`config.mk`:
```
export PLATFORM = sky130hd
export DESIGN_NAME = br_link_unit
export DESIGN_NICKNAME = d
export VERILOG_FILES = /design/src/rtl/br_link_pkg.sv /design/src/rtl/br_cond_eval.sv /design/src/rtl/br_target_gen.sv /design/src/rtl/br_link_gen.sv /design/src/rtl/br_link_unit.sv
export SDC_FILE = /design/constraint.sdc
export NUM_CORES = 1
export LEC_CHECK = 0
export BUFFER_PORTS_ARGS = -buffer_cell sky130_fd_sc_hd__buf_2
export CORE_MARGIN = 2
export CORE_UTILIZATION = 40
export DETAILED_ROUTE_END_ITERATION = 8
export MAX_ROUTING_LAYER = met4
export PLACE_DENSITY = 0.63
export SYNTH_ARGS = -nofsm -noshare
export SYNTH_HDL_FRONTEND = slang
export SYNTH_HIERARCHICAL = 1
export SYNTH_SLANG_ARGS = --single-unit
```
`constraint.sdc`:
```
create_clock -name vclk -period 9.7
set_input_delay 1.455 -clock vclk [all_inputs]
set_output_delay 1.455 -clock vclk [all_outputs]
set_load 0.01 [all_outputs]
```
`src/rtl/br_link_pkg.sv`:
```
// Shared encodings for the branch condition and link unit.
// Assumes a 4-bit condition code. Bit 3 selects the ordering group,
// which uses the short offset.
package br_link_pkg;

    typedef enum logic [3:0] {
        BC_EQ   = 4'd0,
        BC_NE   = 4'd1,
        BC_Z    = 4'd2,
        BC_NZ   = 4'd3,
        BC_CS   = 4'd4,
        BC_CC   = 4'd5,
        BC_JMP  = 4'd6,
        BC_JREG = 4'd7,
        BC_LT   = 4'd8,
        BC_LTU  = 4'd9,
        BC_GE   = 4'd10,
        BC_GEU  = 4'd11,
        BC_GT   = 4'd12,
        BC_GTU  = 4'd13,
        BC_LE   = 4'd14,
        BC_LEU  = 4'd15
    } br_cond_e;

    localparam int COND_W = 4;

endpackage

```
`src/rtl/br_cond_eval.sv`:
```
// Condition evaluator. It decides whether the selected test holds on the
// operands. It assumes the width is at least 2 bits. One subtractor feeds
// both the signed and the unsigned comparisons.
module br_cond_eval
    import br_link_pkg::*;
#(
    parameter int XLEN = 32
) (
    input  logic [COND_W-1:0] cond,
    input  logic [XLEN-1:0]   op_a,
    input  logic [XLEN-1:0]   op_b,
    input  logic              carry,
    output logic              hit
);

    localparam int MSB = XLEN - 1;

    logic [XLEN:0] diff;
    logic          eq, is_zero, ult, slt;

    // Shared compare terms taken from one subtraction.
    always_comb begin
        diff    = {1'b0, op_a} - {1'b0, op_b};
        eq      = (diff[MSB:0] == '0);
        is_zero = (op_a == '0);
        ult     = diff[XLEN];
        slt     = (op_a[MSB] ^ op_b[MSB]) ? op_a[MSB] : diff[MSB];
    end

    // Pick the test that the condition code selects.
    always_comb begin
        unique case (br_cond_e'(cond))
            BC_EQ:   hit = eq;
            BC_NE:   hit = ~eq;
            BC_Z:    hit = is_zero;
            BC_NZ:   hit = ~is_zero;
            BC_CS:   hit = carry;
            BC_CC:   hit = ~carry;
            BC_JMP:  hit = 1'b1;
            BC_JREG: hit = 1'b1;
            BC_LT:   hit = slt;
            BC_LTU:  hit = ult;
            BC_GE:   hit = ~slt;
            BC_GEU:  hit = ~ult;
            BC_GT:   hit = ~slt & ~eq;
            BC_GTU:  hit = ~ult & ~eq;
            BC_LE:   hit = slt | eq;
            BC_LEU:  hit = ult | eq;
            default: hit = 1'b0;
        endcase
    end

endmodule

```
`src/rtl/br_target_gen.sv`:
```
// Target generator. It produces the sequential address and the branch
// target. It assumes instructions are 2**ALIGN_BITS bytes long.
// Relative offsets count instructions and are sign extended from either
// the long or the short immediate width.
module br_target_gen #(
    parameter int XLEN       = 32,
    parameter int IMM_W      = 16,
    parameter int SHORT_W    = 8,
    parameter int ALIGN_BITS = 2
) (
    input  logic [XLEN-1:0]  pc,
    input  logic [IMM_W-1:0] imm,
    input  logic             short_sel,
    input  logic             reg_sel,
    input  logic [XLEN-1:0]  op_a,
    output logic [XLEN-1:0]  seq_pc,
    output logic [XLEN-1:0]  br_target
);

    localparam int              STEP       = 1 << ALIGN_BITS;
    localparam logic [XLEN-1:0] ALIGN_MASK = XLEN'(STEP - 1);

    logic [XLEN-1:0] off_long, off_short, off_sel, rel_target;

    // Sign-extend both offset forms.
    always_comb begin
        off_long  = {{(XLEN-IMM_W){imm[IMM_W-1]}}, imm};
        off_short = {{(XLEN-SHORT_W){imm[SHORT_W-1]}}, imm[SHORT_W-1:0]};
    end

    // Select the offset, scale it and add it to the sequential address.
    always_comb begin
        seq_pc     = pc + XLEN'(STEP);
        off_sel    = short_sel ? off_short : off_long;
        rel_target = seq_pc + (off_sel << ALIGN_BITS);
    end

    // A register jump uses the register value with its low bits cleared.
    always_comb begin
        br_target = reg_sel ? (op_a & ~ALIGN_MASK) : rel_target;
    end

endmodule

```
`src/rtl/br_link_gen.sv`:
```
// Link generator. It builds the return-address write. It assumes the
// register file accepts a write in the same cycle as the branch.
module br_link_gen #(
    parameter int XLEN  = 32,
    parameter int IDX_W = 4
) (
    input  logic             br_en,
    input  logic             link_req,
    input  logic             taken,
    input  logic [XLEN-1:0]  seq_pc,
    input  logic [IDX_W-1:0] rd_idx,
    output logic             link_we,
    output logic [XLEN-1:0]  link_data,
    output logic [IDX_W-1:0] link_idx
);

    // Write the link only for a taken branch that asks for one.
    always_comb begin
        link_we   = br_en & link_req & taken;
        link_data = seq_pc;
        link_idx  = rd_idx;
    end

endmodule

```
`src/rtl/br_link_unit.sv`:
```
// Branch condition and link unit, top level. It is combinational. It
// assumes the condition code is decoded from the instruction and that the
// ordering group (code bit 3) uses the short offset.
module br_link_unit
    import br_link_pkg::*;
#(
    parameter int XLEN       = 32,
    parameter int IMM_W      = 16,
    parameter int SHORT_W    = 8,
    parameter int IDX_W      = 4,
    parameter int ALIGN_BITS = 2
) (
    input  logic              br_en,
    input  logic [COND_W-1:0] cond,
    input  logic              link_req,
    input  logic              carry_in,
    input  logic [XLEN-1:0]   rs_a,
    input  logic [XLEN-1:0]   rs_b,
    input  logic [XLEN-1:0]   pc,
    input  logic [IMM_W-1:0]  imm,
    input  logic [IDX_W-1:0]  rd_idx,
    output logic              taken,
    output logic [XLEN-1:0]   next_pc,
    output logic              link_we,
    output logic [XLEN-1:0]   link_data,
    output logic [IDX_W-1:0]  link_idx
);

    logic            hit, short_sel, reg_sel;
    logic [XLEN-1:0] seq_pc, br_target;

    // Decode the offset form and the register-jump case from the code.
    always_comb begin
        short_sel = cond[COND_W-1];
        reg_sel   = (br_cond_e'(cond) == BC_JREG);
    end

    br_cond_eval #(.XLEN(XLEN)) u_eval (
        .cond  (cond),
        .op_a  (rs_a),
        .op_b  (rs_b),
        .carry (carry_in),
        .hit   (hit)
    );

    br_target_gen #(
        .XLEN(XLEN), .IMM_W(IMM_W), .SHORT_W(SHORT_W), .ALIGN_BITS(ALIGN_BITS)
    ) u_tgt (
        .pc        (pc),
        .imm       (imm),
        .short_sel (short_sel),
        .reg_sel   (reg_sel),
        .op_a      (rs_a),
        .seq_pc    (seq_pc),
        .br_target (br_target)
    );

    // Gate the test with br_en and choose the next program counter.
    always_comb begin
        taken   = br_en & hit;
        next_pc = taken ? br_target : seq_pc;
    end

    br_link_gen #(.XLEN(XLEN), .IDX_W(IDX_W)) u_link (
        .br_en     (br_en),
        .link_req  (link_req),
        .taken     (taken),
        .seq_pc    (seq_pc),
        .rd_idx    (rd_idx),
        .link_we   (link_we),
        .link_data (link_data),
        .link_idx  (link_idx)
    );

endmodule

```
==> impl_metrics.ini <==
[hold_path]
min_path_type = input pin to primary output
holdPathStages = 0

[synthesis]
yosysMostFrequentCell = nand2_1
yosysTopAreaCell = ha_1
syn_avg_cell_area_um2 = 7.07
synth_common_cells = nand2_1, a21oi_1, inv_1
yosysSeqAreaShare_pct = 0
synth_cell_type_count = 96
syn_inst = 853
synth_warnings = 6
synth_top_area_share_pct = 12.2
synth_nets = 1037
synthTopCellsByArea = ha_1, mux2_4, a21oi_1
syn-cell-area_mm2 = 0.00603

[worst_setup_path]
cp_slowest_cell = nand2_2
critPathLaunch = rs_a[18]
cpMostUsedCell = o2111ai_1
cp_top_family = compound AO/OA/AOI/OAI gates
worstPathRequired_ps = 8250
cp_cell_sequence = buf_2 > ha_1 > nand4_1 > or3_1 > a211o_1 > a211oi_2 > o2111a_2 > nor2_1 > fa_1 > o2111ai_1 > nor3_1 > o2111ai_1 > a2111oi_0 > o2111ai_1 > nor4_2 > o2111ai_1 > mux2i_1 > nand2_2 > mux2_4 > buf_2
worstPathArrival_ps = 7070
cp-end-kind = primary output
max_stage_delay_ps = 660
cp-endpoint = next_pc[22]
cp_num_cells = 20
path_buf_inv = 2
critical_path_class = input pin to primary output
crit_fanout = 33
critPathLaunchType = input pin

[die]
chipHeight_um = 127
pin_count = 193
dieWidth_um = 127
initial_core_util_pct = 41.2
row_count = 44
fp.dieArea_mm2 = 0.0161
coreArea_mm2 = 0.0146

[place]
routabilityCongestion = 0.941
io_buffers = 185
placed_area_mm2 = 0.00678
dp_hpwl_um = 16600

[clock_network]
holdBufCountCts = 0
cts_resized = 0
post_cts_buffers = 0

[global_routing]
grt_use_total_pct = 23.8
grt_overflow = 0
grt_pass1_vias = 6086
antenna_found_initial = 0
grt_max_degree = 51
grt_pass1_wl_um = 30900

[power_and_ir_drop]
power_leakage_nw = 3.36
vdd_drop_max_v = 0.0000405
power_density_mw_per_mm2 = 68.3

[route]
vias = 6725
ant_nets = 0
wl_um = 19900
viasPerCell = 5.80
drt_pass1_iterations = 5
wire_per_inst_um = 17.2
drt_iter0_drc = 540
drc = 0

[sta]
finalCriticalPeriod_ps = 8520
rsz0062_at_grt = no
finalSetupTns_ps = 0
max_freq_mhz = 117
post-route-period-util_pct = 87.9
setup_viol = 0
slew_headroom_pct = 22.6
final_hold_viol_count = 0
slew_viol_final = 0
tightest_slew_ps = 1160

[layout]
fin_util_pct = 46.3
clock_buffers = 0
drive_above_1_share_pct = 27.3
multi_input_area_mm2 = 0.00535
final_nets = 1161
n_antenna_cell = 0
final_cell_area_mm2 = 0.00678
seq_cell_count = 0
filler_cell_count = 1557
syn2layout_area_growth_pct = 12.3
seq_area_um2 = 0

[run]
timing.max_cap.violations = 0

[outcome]
status = finished clean
-- routing by layer --
layer  up-vias  wire length (µm)  track usage, %
li1       3341                 -               -
met4         0               378            4.01
met5         -                 0               -
met2       296              8830            39.4
met3        26              1430            2.15
met1      3062              9240            32.0
-- layout by cell type, fill, tap and decap left out, types with 8 or more instances in the layout --
master     count
xor2_1        22
nand2b_1      12
ha_1          59
nand2_1       80
a21oi_1       68
nor3_1        14
o21a_1        11
mux2_4        29
a21o_1        17
a31oi_1        8
nand3_1       23
nor4_1        12
o2111ai_1     11
o21ai_0       58
nor2_1        59
nor2b_1       12
and3_1        15
and2_1         9
buf_2        185
nand4_1       12
inv_1         68
mux2_2        12
xnor2_1       35
-- cell families (layout without fill, tap and decap cells) --
| logic type | count (synthesis) | count (layout) | share of synthesized area [%] |
|---|---|---|---|
| muxes | 45 | 45 | 10.1 |
| xor gates and xnor gates | 66 | 66 | 11.1 |
| and+or+nand+nor | 293 | 293 | 26.4 |
| buffers and inverters | 133 | 255 | 11.3 |
| AOI/OAI and AO/OA | 253 | 253 | 27.9 |
| adders and majority gates | 63 | 63 | 13.2 |
-- final cells by class --
cell class | instances | share of cell area, %
multi-input combinational | 720 | 79.0
timing repair buffer | 186 | 13.8
tap | 184 | 3.40
inverter | 69 | 3.82
-- per-stage QoR --
stage	cells	total power [mW]	setup WS [ps]	hold slack, ps
floorplan	853	0.337	2600	3000
global placement	1159	0.457	1330	2910
detailed placement	1159	0.455	1230	2910
CTS	1159	0.459	1190	2910
global route	1159	0.507	807	2910
finish	1159	0.463	1180	2910
-- where the power goes --
group / leakage [nW] / switching (mW) / internal (mW)
clock network: 0 / 0 / 0
logic: 3.36 / 0.258 / 0.205
registers: 0 / 0 / 0
-- how the worst min path moves through the flow --
stage,to,startpoint
2_1_floorplan,link_idx[0],rd_idx[0]
3_3_place_gp,link_idx[1],rd_idx[1]
3_5_place_dp,link_idx[1],rd_idx[1]
4_1_cts,link_idx[1],rd_idx[1]
5_1_grt,link_idx[0],rd_idx[0]
6_report,link_idx[0],rd_idx[0]
Note: power is estimated with default switching activity, not from simulation.
